--- src/rtl/dma_arb_pkg.sv ---
package dma_arb_pkg;
  localparam int unsigned NUM_CH = 2;
  localparam int unsigned CH_RD  = 0;
  localparam int unsigned CH_WR  = 1;

  typedef enum logic [1:0] {
    MODE_ALT = 2'd0,
    MODE_RD  = 2'd1,
    MODE_WR  = 2'd2
  } arb_mode_e;
endpackage

--- src/rtl/dma_arb_mode.sv ---
module dma_arb_mode
  import dma_arb_pkg::*;
(
  input  logic      rd_prio_i,
  input  logic      wr_prio_i,
  output arb_mode_e mode_o
);
  always_comb begin
    unique case ({wr_prio_i, rd_prio_i})
      2'b01:   mode_o = MODE_RD;
      2'b10:   mode_o = MODE_WR;
      default: mode_o = MODE_ALT;
    endcase
  end
endmodule

--- src/rtl/dma_arb_pick.sv ---
module dma_arb_pick
  import dma_arb_pkg::*;
(
  input  logic [NUM_CH-1:0] req_i,
  input  arb_mode_e         mode_i,
  input  logic              ptr_wr_i,  // 1: write is next in alternation
  output logic [NUM_CH-1:0] win_o
);
  logic wr_first;

  always_comb begin
    unique case (mode_i)
      MODE_RD: wr_first = 1'b0;
      MODE_WR: wr_first = 1'b1;
      default: wr_first = ptr_wr_i;
    endcase
  end

  always_comb begin
    win_o = '0;
    if (req_i[CH_RD] && req_i[CH_WR]) begin
      win_o[CH_WR] = wr_first;
      win_o[CH_RD] = !wr_first;
    end else begin
      win_o = req_i;
    end
  end
endmodule

--- src/rtl/dma_arb_hold.sv ---
module dma_arb_hold
  import dma_arb_pkg::*;
(
  input  logic              clk_i,
  input  logic              rst_ni,
  input  logic              start_i,
  input  logic [NUM_CH-1:0] win_i,
  input  logic              alt_i,
  input  logic              done_i,
  output logic [NUM_CH-1:0] sel_o,
  output logic              owned_o,
  output logic              ptr_wr_o
);
  logic alt_q;

  assign owned_o = |sel_o;

  always_ff @(posedge clk_i or negedge rst_ni) begin
    if (!rst_ni) begin
      sel_o    <= '0;
      alt_q    <= 1'b0;
      ptr_wr_o <= 1'b0;
    end else if (owned_o) begin
      if (done_i) begin
        sel_o <= '0;
        if (alt_q) ptr_wr_o <= sel_o[CH_RD];
      end
    end else if (start_i) begin
      sel_o <= win_i;
      alt_q <= alt_i;
    end
  end
endmodule

--- src/rtl/dma_prio_arb.sv ---
module dma_prio_arb
  import dma_arb_pkg::*;
(
  input  logic       clk_i,
  input  logic       rst_ni,
  input  logic       rd_req_i,
  input  logic       wr_req_i,
  input  logic       rd_prio_i,
  input  logic       wr_prio_i,
  input  logic       bus_busy_i,
  input  logic       tenure_done_i,
  output logic [1:0] sel_o
);
  arb_mode_e         mode;
  logic [NUM_CH-1:0] req, win, sel;
  logic              owned, ptr_wr, start;

  assign req[CH_RD] = rd_req_i;
  assign req[CH_WR] = wr_req_i;
  assign start      = !owned && !bus_busy_i && (|req);
  assign sel_o      = sel;

  dma_arb_mode u_mode (
    .rd_prio_i (rd_prio_i),
    .wr_prio_i (wr_prio_i),
    .mode_o    (mode)
  );

  dma_arb_pick u_pick (
    .req_i    (req),
    .mode_i   (mode),
    .ptr_wr_i (ptr_wr),
    .win_o    (win)
  );

  dma_arb_hold u_hold (
    .clk_i    (clk_i),
    .rst_ni   (rst_ni),
    .start_i  (start),
    .win_i    (win),
    .alt_i    (mode == MODE_ALT),
    .done_i   (tenure_done_i),
    .sel_o    (sel),
    .owned_o  (owned),
    .ptr_wr_o (ptr_wr)
  );
endmodule

--- config.mk ---
export PLATFORM = sky130hd
export DESIGN_NAME = dma_prio_arb
export DESIGN_NICKNAME = d
export VERILOG_FILES = /design/src/rtl/dma_arb_pkg.sv /design/src/rtl/dma_arb_mode.sv /design/src/rtl/dma_arb_pick.sv /design/src/rtl/dma_arb_hold.sv /design/src/rtl/dma_prio_arb.sv
export SDC_FILE = /design/constraint.sdc
export NUM_CORES = 1
export LEC_CHECK = 0
export BUFFER_PORTS_ARGS = -buffer_cell sky130_fd_sc_hd__buf_2
export CORE_AREA = 3 3 40 42
export CTS_CLUSTER_DIAMETER = 200
export DETAILED_ROUTE_END_ITERATION = 10
export DIE_AREA = 0 0 43 45
export PLACE_DENSITY = 0.33
export SYNTH_ARGS = -nofsm -noshare
export SYNTH_HDL_FRONTEND = slang
export SYNTH_SLANG_ARGS = --single-unit
--- constraint.sdc ---
create_clock -name clk_i -period 1.8 [get_ports clk_i]
set_clock_uncertainty 0.15 [all_clocks]
set_input_delay 0.09 -clock clk_i [delete_from_list [all_inputs] [get_ports clk_i]]
set_output_delay 0.09 -clock clk_i [all_outputs]
set_load 0.1 [all_outputs]
# [Word-level counts from Yosys, hierarchy flattened]
# Cells that the tools add are included.
[word_totals] reg_bits=4 output_inout_bits=2 word_cells=28
[classes] eq_ne=5 muxes=6 bitwise=1 n_reduce_logical=13
[op_table] operator="$mux 2" count=4
[op_table] operator="$eq 2x1->1 const B" count=2
[op_table] operator="$eq 2x2->1 const B" count=2
[op_table] operator="$pmux 2 s2" count=1
[op_table] operator="$reduce_and 2->1" count=2
[op_table] operator="$reduce_or 2->1" count=2
[op_table] operator="$logic_and 1x1->1" count=3
[op_table] operator="$logic_not 1->1" count=3
[op_table] operator="$reduce_and 3->1" count=1
[op_table] operator="$logic_not 2->1" count=1
[op_table] operator="$ne 2x2->1 const B" count=1
[op_table] operator="$pmux 1 s2" count=1
[op_table] operator="$reduce_bool 2->1" count=1
[op_table] operator="$not 1->1" count=1

# [Longest topological paths before layout]
# Gate-level depths: netlist (run 1).
[logic_depth] depth_word=8 ltp_mapped=5 mapped_depth_nobuf=5

# [Cells and area by module]
# A second synthesis (run 1) with hierarchy kept.
[hier_totals] cells_unflattened=26 area_unflattened_um2=285.3
[by_module_without_submodules] module="dma_arb_hold" instances=1 cells_per_inst=14 area_each_um2=180.2 seq_area_each_um2=100.1
[by_module_without_submodules] module="dma_arb_pick" instances=1 cells_per_inst=7 area_each_um2=72.6 seq_area_each_um2=0.0
[by_module_without_submodules] module="dma_prio_arb" instances=1 cells_per_inst=3 area_each_um2=17.5 seq_area_each_um2=0.0
[by_module_without_submodules] module="dma_arb_mode" instances=1 cells_per_inst=2 area_each_um2=15.0 seq_area_each_um2=0.0

# [Worst setup path before layout (run 1)]
# No wires, ideal clock.
[synth_path] path_kind="register to register" start="register u_hold.sel_o[1]" end="register u_hold.alt_q" setup_time_ns=0.125 t_arrival_ns=1.515 required_time_ns=1.525 slack_ns=0.010 path_stages_with_launch=4 synth_period_minus_slack_ns=1.790 path_cell_list="dfrtp_1 > nor3_2 > o21ai_1 > mux2_4"
[synth_via] elab_chain_cells=5 elab_cells_between_ends=6 cone_classes="bitwise (1); reduce/logical (5)"
[synth_rtl] element="from (decl)" line="dma_arb_hold.sv:10" source="output logic [NUM_CH-1:0] sel_o,"
[synth_rtl] element="from (signal assigned)" line="dma_arb_hold.sv:29" source="sel_o <= win_i;"
[synth_rtl] element="$reduce_or 2->1 (*)" line="dma_arb_hold.sv:16" source="assign owned_o = |sel_o;"
[synth_rtl] element="$logic_not 1->1" line="dma_prio_arb.sv:20" source="assign start = !owned && !bus_busy_i && (|req);"
[synth_rtl] element="$logic_and 1x1->1 (2 in series)" line="dma_prio_arb.sv:20"
[synth_rtl] element="$reduce_and 2->1 (no line) (*)"
[synth_rtl] element="to (signal assigned)" line="dma_arb_hold.sv:30" source="alt_q <= alt_i;"
[synth_rtl] element="to (decl)" line="dma_arb_hold.sv:14" source="logic alt_q;"
# Every way passes the cells marked *; elsewhere a longest branch is shown, timed or not.
# A chain may end at the register's enable or synchronous reset.

# [Worst setup path after layout (run 1)]
[layout_path] start="register u_hold.sel_o[1]" end="register u_hold.sel_o[0]"
[layout_via] elab_chain_cells=6 elab_cells_between_ends=8 cone_classes="eq/ne (1); mux (1); reduce/logical (6)"
[layout_rtl] element="$reduce_or 2->1 (*)" line="dma_arb_hold.sv:16"
[layout_rtl] element="$logic_not 1->1" line="dma_prio_arb.sv:20"
[layout_rtl] element="$logic_and 1x1->1 (2 in series)" line="dma_prio_arb.sv:20"
[layout_rtl] element="$reduce_bool 2->1 (no line)"
[layout_rtl] element="$reduce_and 2->1 (no line)"
# Marked as above.

==> metrics.md, run 1 <==
| Metric | Value |
|---|---|
| Status | `finished clean` |
| # IOs | `10` |
| Post-layout min period | `1.647 ns` |
| CP top delay family | `buffers and inverters` |
| Post-DRT Antenna Nets | `0` |
| Setup TNS | `0 ns` |
| Placed inst area | `271.5 µm²` |
| Initial antenna violation count | `0` |
| Critical path required time | `1.80 ns` |
| Crit path largest cell delay | `0.55 ns` |
| Clock insertion delay at the later pin of the skew report | `0.23 ns` |
| Input/output buffers | `9` |
| Slew Viols, Final | `0` |
| Max FO, Critical Path | `4` |
| RSZ-0062 raised after global routing | `no` |
| Cell Area, Synth | `207.7 µm²` |
| Ys async rst share | `100.0%` |
| Total GRT Usage | `6.015%` |
| Worst Path Arrival | `1.64 ns` |
| Mean routed wirelength per cell | `9.560 µm` |
| Std cell rows | `13` |
| Post-CTS setup buffer count | `0` |
| EDFF count, synth | `0` |
| DIE AREA | `1935 µm²` |
| # DRC | `0` |
| Yosys cell types | `12` |
| Gp weighted congestion | `0.7212` |
| Post_cts resized | `0` |
| Detailed-route via count | `202` |
| Fmax | `607.2 MHz` |
| Drt first-iter violations | `0` |
| CTS tree | `done` |
| Warning count from the yosys run | `0` |
| Top post-synthesis cells by area | `dfrtp_1, a32o_1, mux2_4` |
| Root Buffer | `clkbuf_4` |
| NumNets Final | `46` |
| LEAKAGE | `0.0001699 µW` |
| DRT Pass-1 Iters | `1` |
| Crit path buffers/inverters | `1` |
| Worst Hold Class | `input pin to asynchronous set/reset pin` |
| Seq cells post-synth | `4` |
| Mean post-synth cell area | `11.54 µm²` |
| Seq/Total Area, Yosys | `48.19%` |
| GRT Residual Overflow | `0` |
| Initial Util | `16.16%` |
| Measured slew at the worst slew-check pin | `0.4853 ns` |
| Core Area | `1285 µm²` |
| Max-cap viol count | `0` |
| Rel. slew slack | `67.87%` |
| # clock sinks | `4` |
| Chip width | `43 µm` |
| VDD IR max | `0.4734 mV` |
| CP endpoint kind | `flip-flop` |
| # hold bufs at CTS | `5` |
| Via density | `4.040` |
| Synth Net Count | `27` |
| First-pass GRT wire length | `731 µm` |
| Post-Synthesis Cells | `18` |
| Number of antenna diodes | `0` |
| Final core occ | `26.78%` |
| H-tree levels | `1` |
| WS Path Type | `flip-flop to flip-flop` |
| Leading area contributor after synthesis | `dfrtp_1` |
| Most used DFF post-synth | `dfrtp_1` |
| Clock slew at reported path FFs | `0.03 ns` |
| Count leader, synth | `dfrtp_1` |
| Post-Layout Inst Area | `344.1 µm²` |
| Die height | `45 µm` |
| Fraction of layout cells with a size suffix above 1 | `40.00%` |
| Longest Clk Path Bufs | `2` |
| Final period utilization | `91.50%` |
| Area growth syn-to-layout | `65.66%` |
| Vias in the first global route | `215` |
| Top post-synthesis cells by count | `dfrtp_1, a32o_1, inv_1, nand2_1` |
| Fin. Hold Viols | `0` |
| Synth top area share | `48.19%` |
| Endpoints failing setup | `0` |
| Tot Pwr | `403.3 µW` |
| Largest net degree at the start of global routing | `5` |
| CP Cell Sequence | `nor3_2 -> nand2_1 -> dlygate4sd3_1 -> o2bb2ai_1` |
| CP Launch Type | `flip-flop` |
| Slowest cell on the critical path | `dlygate4sd3_1` |
| Drt total wl | `478 µm` |
| PwrDens | `1172 nW/µm²` |
| CTS Buf Count | `3` |
[cells in the final DEF, fill, tap and decap left out, drive strengths merged]
cell type | netlist | layout
nor2b | 1 | 1
dlygate4sd3 | 0 | 5
nand3 | 1 | 1
nand2 | 2 | 2
dfrtp | 4 | 4
nor3 | 1 | 1
inv | 2 | 2
mux2 | 1 | 1
o21ai | 1 | 1
o2bb2ai | 1 | 1
buf | 0 | 9
mux2i | 1 | 1
a32o | 2 | 2
ha | 1 | 1
clkbuf | 0 | 3
[where the power goes]
part | switching, µW | internal, µW | total, µW
registers | 22.5 | 120 | 142
logic | 97.0 | 58.4 | 155
clock network | 31.4 | 74.2 | 106
[flip-flops by register name (all words and copies together) (netlist names)]
register         count
u_hold.sel_o         2
u_hold.alt_q         1
u_hold.ptr_wr_o      1
[layout make-up]
type / count / area (µm²)
fillers: 135 / 940.9
clock buffers: 3 / 22.52
repair buffers: 14 / 95.09
flip-flops and latches: 4 / 100.1
multi-input cells: 12 / 100.1
inverters: 2 / 7.507
well taps: 15 / 18.77
[worst paths after layout]
check | endpoint | slack [ns] | from | cells after the start
setup / recovery | u_hold.sel_o[0] | 0.15 | u_hold.sel_o[1] | 4
hold / removal | u_hold.sel_o[1] | 0.04 | rst_ni | 2
setup reg to reg | u_hold.sel_o[0] | 0.15 | u_hold.sel_o[1] | 4
hold reg to reg | u_hold.ptr_wr_o | 0.35 | u_hold.ptr_wr_o | 1
max in group asynchronous | u_hold.alt_q | 1.35 | rst_ni | 2
min in group clk_i | u_hold.alt_q | 0.13 | wr_prio_i | 3
[metal layers]
layer  share of wire, %  up-vias  global-route usage, %
met5                  0        -                      0
met4                2.1        0                  10.84
met3                3.8        2                  1.195
met2                 53        4                  9.880
met1                 40       95                  4.380
li1                   -      101                      -
[per-stage QoR]
stage,hold slack (ns),setup slack (ns),cells
finish,0.03840,0.1531,50
global route,0.05330,0.07100,50
CTS,0.03176,0.1522,50
detailed placement,-0.2541,0.4361,42
global placement,-0.2527,0.4551,42
floorplan,-0.3556,0.009810,18
[worst register-to-register path, stage by stage, from the launching register on]
cell and delay [ns]:
dfrtp_1 0.40, nor3_2 0.25, nand2_1 0.07, dlygate4sd3_1 0.55, o2bb2ai_1 0.14
[cell families after synthesis]
family                   count (synthesis)  synth area share, %
AO/OA/AOI/OAI                            4                16.26
adder cells (fa/ha/maj)                  1                6.023
multiplexers                             2                12.05
AND/OR/NAND/NOR                          5                13.86
flip-flops                               4                48.19
buffers and inverters                    2                3.616
Power figures use the tool's default switching activity.
==> inputs of run 2 (changes only) <==
- RECOVER_POWER: not set -> 25
==> run 2 against run 1 <==
Compared with the run above:
- final cell count did not move
- wire length rose by 0.42%
- core utilization fell by 0.097 points
- worst setup slack did not move
- die area did not move
- largest cell class unchanged
- clock power barely moved
- design area fell by 0.36%
- via count did not move
- register-to-register slack barely moved
==> metrics.md, run 2 (synthesis gave the netlist of run 1 again) <==
| Metric | Value |
|---|---|
| Status | `finished clean` |
| Gp weighted congestion | `0.7212` |
| Die height | `45 µm` |
| LEAKAGE | `0.0001672 µW` |
| RSZ-0062 raised after global routing | `no` |
| R2r startpoint | `u_hold.sel_o[1]` |
| PwrDens | `1175 nW/µm²` |
| Fill cells | `136` |
| Clock insertion delay at the later pin of the skew report | `0.23 ns` |
| # DRC | `0` |
| GR Util met2 | `9.880%` |
| # clock sinks | `4` |
| # IOs | `10` |
| Max reg flops | `2` |
| Fmax | `607.2 MHz` |
| Worst setup path startpoint | `u_hold.sel_o[1]` |
| Mean routed wirelength per cell | `9.600 µm` |
| Vias in the first global route | `215` |
| Drt first-iter violations | `0` |
| Setup TNS | `0 ns` |
| CP Cell Sequence | `nor3_2 -> nand2_1 -> dlygate4sd3_1 -> o2bb2ai_1` |
| Placed inst area | `271.5 µm²` |
| H-tree levels | `1` |
| NumNets Final | `46` |
| Worst hold margin | `0.06428 ns` |
| GRT Max-Usage Layer | `met4` |
| Final setup margin | `0.1531 ns` |
| Crit path largest cell delay | `0.55 ns` |
| Max FO, Critical Path | `4` |
| Worst Reg-to-Reg Cells | `4` |
| Largest reg by FF count | `u_hold.sel_o` |
| DIE AREA | `1935 µm²` |
| Max-cap viol count | `0` |
| Post-layout min period | `1.647 ns` |
| CP endpoint kind | `flip-flop` |
| Drt total wl | `480 µm` |
| Initial antenna violation count | `0` |
| Reg-to-Reg End | `u_hold.sel_o[0]` |
| CP Launch Type | `flip-flop` |
| Longest Clk Path Bufs | `2` |
| Worst Hold Class | `input pin to asynchronous set/reset pin` |
| Core Area | `1285 µm²` |
| Final period utilization | `91.50%` |
| Initial Util | `16.16%` |
| CTS Buf Count | `3` |
| Slowest cell on the critical path | `dlygate4sd3_1` |
| Std cell rows | `13` |
| Fin. Hold Viols | `0` |
| Reg-to-reg slack, setup | `0.15 ns` |
| Input/output buffers | `9` |
| Post-DRT Antenna Nets | `0` |
| Total GRT Usage | `6.015%` |
| Largest net degree at the start of global routing | `5` |
| Chip width | `43 µm` |
| Number of antenna diodes | `0` |
| Detailed-route via count | `202` |
| Root Buffer | `clkbuf_4` |
| Area growth syn-to-layout | `65.06%` |
| Worst Path Arrival | `1.64 ns` |
| First-pass GRT wire length | `731 µm` |
| Via density | `4.040` |
| Grt met1 use | `4.380%` |
| Commonest non-fill, non-tap cell in the layout | `buf_2` |
| Measured slew at the worst slew-check pin | `0.4853 ns` |
| Critical path required time | `1.80 ns` |
| WS Path Type | `flip-flop to flip-flop` |
| Rel. slew slack | `67.87%` |
| Commonest cells after routing, fill and taps aside | `buf_2, dlygate4sd3_1, dfrtp_1` |
| VDD IR max | `0.4733 mV` |
| Pre-CTS setup slack | `0.4361 ns` |
| CTS tree | `done` |
| Fraction of layout cells with a size suffix above 1 | `37.14%` |
| GRT Residual Overflow | `0` |
| Largest regs | `u_hold.sel_o x2, u_hold.alt_q x1, u_hold.ptr_wr_o x1` |
| Slew Viols, Final | `0` |
| DRT Pass-1 Iters | `1` |
| Endpoints failing setup | `0` |
| Post-CTS setup buffer count | `0` |
| Clock slew at reported path FFs | `0.03 ns` |
| Final core occ | `26.68%` |
| Post-Layout Inst Area | `342.8 µm²` |
| M3 GR Usage | `1.195%` |
## run 2: worst max-delay path: cells and delay by family (launching register included)
family	cells	cell delay, ns
flops	1	0.40
compound gates	1	0.14
buf+inv	1	0.55
simple gates	2	0.32
## run 2: layer usage
metal	up-vias	part of all wire, %
met5	-	0
met4	0	2.1
met3	2	3.8
met2	4	53
met1	95	41
li1	101	-
## run 2: timing repair
action | 4_1_cts | 5_1_grt
hold endpoints to repair | 7 | 0
hold buffers | 5 | 0
resized for setup | 0 | 0
## run 2: per-stage QoR
step	power, µW	std cells
final	402.9	50
after global routing	431.4	50
after CTS	414.7	50
after detailed placement	291.0	42
after global placement	294.2	42
after floorplan	255.8	18
## run 2: worst max path at each step
stage / endpoint
3_3_place_gp: u_hold.sel_o[1]
2_1_floorplan: u_hold.alt_q
3_5_place_dp: u_hold.sel_o[1]
6_report: u_hold.sel_o[0]
4_1_cts: u_hold.sel_o[0]
5_1_grt: u_hold.sel_o[0]
## run 2: layout make-up
type	instances	area, µm²	area share, %
clock buffer	3	22.52	6.569
inverter	2	7.507	2.190
multi-input combinational	12	100.1	29.20
sequential	4	100.1	29.20
tap	15	18.77	5.474
timing repair buffer	14	93.84	27.37
## run 2: power breakdown
part           total, µW  switching (µW)  leakage [µW]  internal, µW
combinational        155            97.1      0.000104          58.1
clock                105            31.2     0.0000138          74.2
sequential           142            22.5     0.0000494           120
total                403             151      0.000167           252
==> inputs of run 3 (changes only) <==
- CELL_PAD_IN_SITES_DETAIL_PLACEMENT: not set -> 0
- CELL_PAD_IN_SITES_GLOBAL_PLACEMENT: not set -> 1
- PLACE_DENSITY: 0.33 -> 0.4
==> run 3 against run 2 <==
Compared with the run above:
- worst setup slack worse by 0.025 ns
- first-iteration DRC count up 2
- sequential power about the same
- register-to-register slack worse by 0.02 ns
- sequential share of layout area up 0.88 points
- critical endpoint unchanged
- highest routed layer unchanged
==> metrics.md, run 3 (synthesis gave the netlist of run 1 again) <==
| Metric | Value |
|---|---|
| Clock slew at reported path FFs | `0.04 ns` |
| Commonest non-fill, non-tap cell in the layout | `buf_2` |
| Die height | `45 µm` |
| Measured slew at the worst slew-check pin | `0.4874 ns` |
| Commonest cells after routing, fill and taps aside | `buf_2, dlygate4sd3_1, dfrtp_1` |
| Max FO, Critical Path | `4` |
| Slew Viols, Final | `0` |
| Worst Path Arrival | `1.67 ns` |
| Std cell rows | `13` |
| Total GRT Usage | `6.355%` |
| Multi-input gate area | `100.1 µm²` |
| PwrDens | `1216 nW/µm²` |
| Final period utilization | `92.86%` |
| Placed inst area | `271.5 µm²` |
| Max-cap viol count | `0` |
| LEAKAGE | `0.0001630 µW` |
| Post-DRT Antenna Nets | `0` |
| Longest Clk Path Bufs | `2` |
| Clock insertion delay at the later pin of the skew report | `0.23 ns` |
| CP Launch Type | `flip-flop` |
| Gp weighted congestion | `0.6374` |
| VDD IR max | `0.3388 mV` |
| Detailed-route via count | `187` |
| R2r startpoint | `u_hold.sel_o[1]` |
| DIE AREA | `1935 µm²` |
| Initial Util | `16.16%` |
| Status | `finished clean` |
| Chip width | `43 µm` |
| End of the worst hold path | `u_hold.ptr_wr_o` |
| # IOs | `10` |
| Fill cells | `139` |
| Hold Path Cell Cnt | `2` |
| Largest reg by FF count | `u_hold.sel_o` |
| Largest regs | `u_hold.sel_o x2, u_hold.alt_q x1, u_hold.ptr_wr_o x1` |
| First-pass GRT wire length | `841 µm` |
| GRT Residual Overflow | `0` |
| Via density | `3.816` |
| NumNets Final | `45` |
| Initial antenna violation count | `0` |
| Reg area | `100.1 µm²` |
| Fraction of layout cells with a size suffix above 1 | `38.24%` |
| Root Buffer | `clkbuf_4` |
| Rel. slew slack | `67.73%` |
| Vias in the first global route | `223` |
| Endpoints failing setup | `0` |
| Max reg flops | `2` |
| CP endpoint kind | `flip-flop` |
| Largest net degree at the start of global routing | `5` |
| Hpwl dp | `382.3 µm` |
| RSZ-0062 raised after global routing | `no` |
| WS Path Type | `flip-flop to flip-flop` |
| Drt total wl | `495 µm` |
| Fin. Hold Viols | `0` |
| Number of antenna diodes | `0` |
| Fmax | `598.3 MHz` |
| DRT Pass-1 Iters | `4` |
| Reg-to-Reg End | `u_hold.sel_o[0]` |
| Min-delay src | `tenure_done_i` |
| Input/output buffers | `9` |
| Post-layout min period | `1.671 ns` |
| Worst Hold Class | `input pin to flip-flop` |
| Worst Reg-to-Reg Cells | `4` |
| Critical path required time | `1.80 ns` |
| # DRC | `0` |
| # clock sinks | `4` |
| Core Area | `1285 µm²` |
| Setup TNS | `0 ns` |
| H-tree levels | `1` |
| CTS Buf Count | `3` |
| Area growth syn-to-layout | `60.24%` |
| Post-Layout Inst Area | `332.8 µm²` |
| Mean routed wirelength per cell | `10.10 µm` |
| CTS tree | `done` |
| Drt first-iter violations | `2` |
| Reg-to-reg slack, setup | `0.13 ns` |
| Post_cts resized | `0` |
-- run 3: changes by cell type in the layout (fill, tap and decap cells not counted), sizes merged --
cell,before,now
dlygate4sd3,5,4
-- run 3: final cells by class --
cell class,count,share of cell area (%)
Timing Repair Buffer,13,25.19
Tap cell,15,5.639
Inverter,2,2.256
Clock buffer,3,6.767
Sequential cell,4,30.08
Multi-Input combinational cell,12,30.08
-- run 3: metal layers --
metal | part of all wire (%) | vias to the layer above | GRT usage (%) | routed length, µm
met5 | 0 | - | 0 | 0
met4 | 2.8 | 0 | 9.036 | 14
met3 | 4.2 | 2 | 1.195 | 21
met2 | 48 | 6 | 8.982 | 239
met1 | 44 | 81 | 6.829 | 219
li1 | - | 98 | - | -
-- run 3: worst max path at each step --
stage | startpoint | to | cells past startpoint | slack (ns)
after global routing | u_hold.sel_o[1] | u_hold.sel_o[0] | 4 | 0.03
after detailed placement | u_hold.sel_o[1] | u_hold.alt_q | 3 | 0.43
final | u_hold.sel_o[1] | u_hold.sel_o[0] | 4 | 0.13
after CTS | u_hold.sel_o[1] | u_hold.sel_o[0] | 4 | 0.12
after floorplan | u_hold.sel_o[1] | u_hold.alt_q | 3 | 0.01
after global placement | u_hold.sel_o[1] | u_hold.alt_q | 3 | 0.43
-- run 3: worst max-delay path, stage by stage, from the launching register on --
cell	delay [ns]
dfrtp_1	0.41
nor3_2	0.25
nand2_1	0.07
dlygate4sd3_1	0.55
o2bb2ai_1	0.15
-- run 3: stage by stage --
step	util, %	instances	worst slack (ns)	power [µW]	hold slack, ns
6_report	25.90	49	0.1285	404.7	0.002494
5_1_grt	25.90	49	0.02970	429.6	0.01354
4_1_cts	26.00	49	0.1224	414.8	0.002325
3_5_place_dp	21.13	42	0.4253	291.8	-0.2549
3_3_place_gp	21.13	42	0.4293	291.4	-0.2548
2_1_floorplan	-	18	0.009810	255.8	-0.3556
-- run 3: repair_timing --
item / in CTS / in global routing
endpoints found under the hold margin: 6 / 0
hold buffers: 4 / 0
setup buffers: 0 / 0
-- run 3: power breakdown --
group	switching (µW)	internal (µW)
registers	23.9	120
logic	96.5	56.6
clock network	33.5	74.4
total	154	251
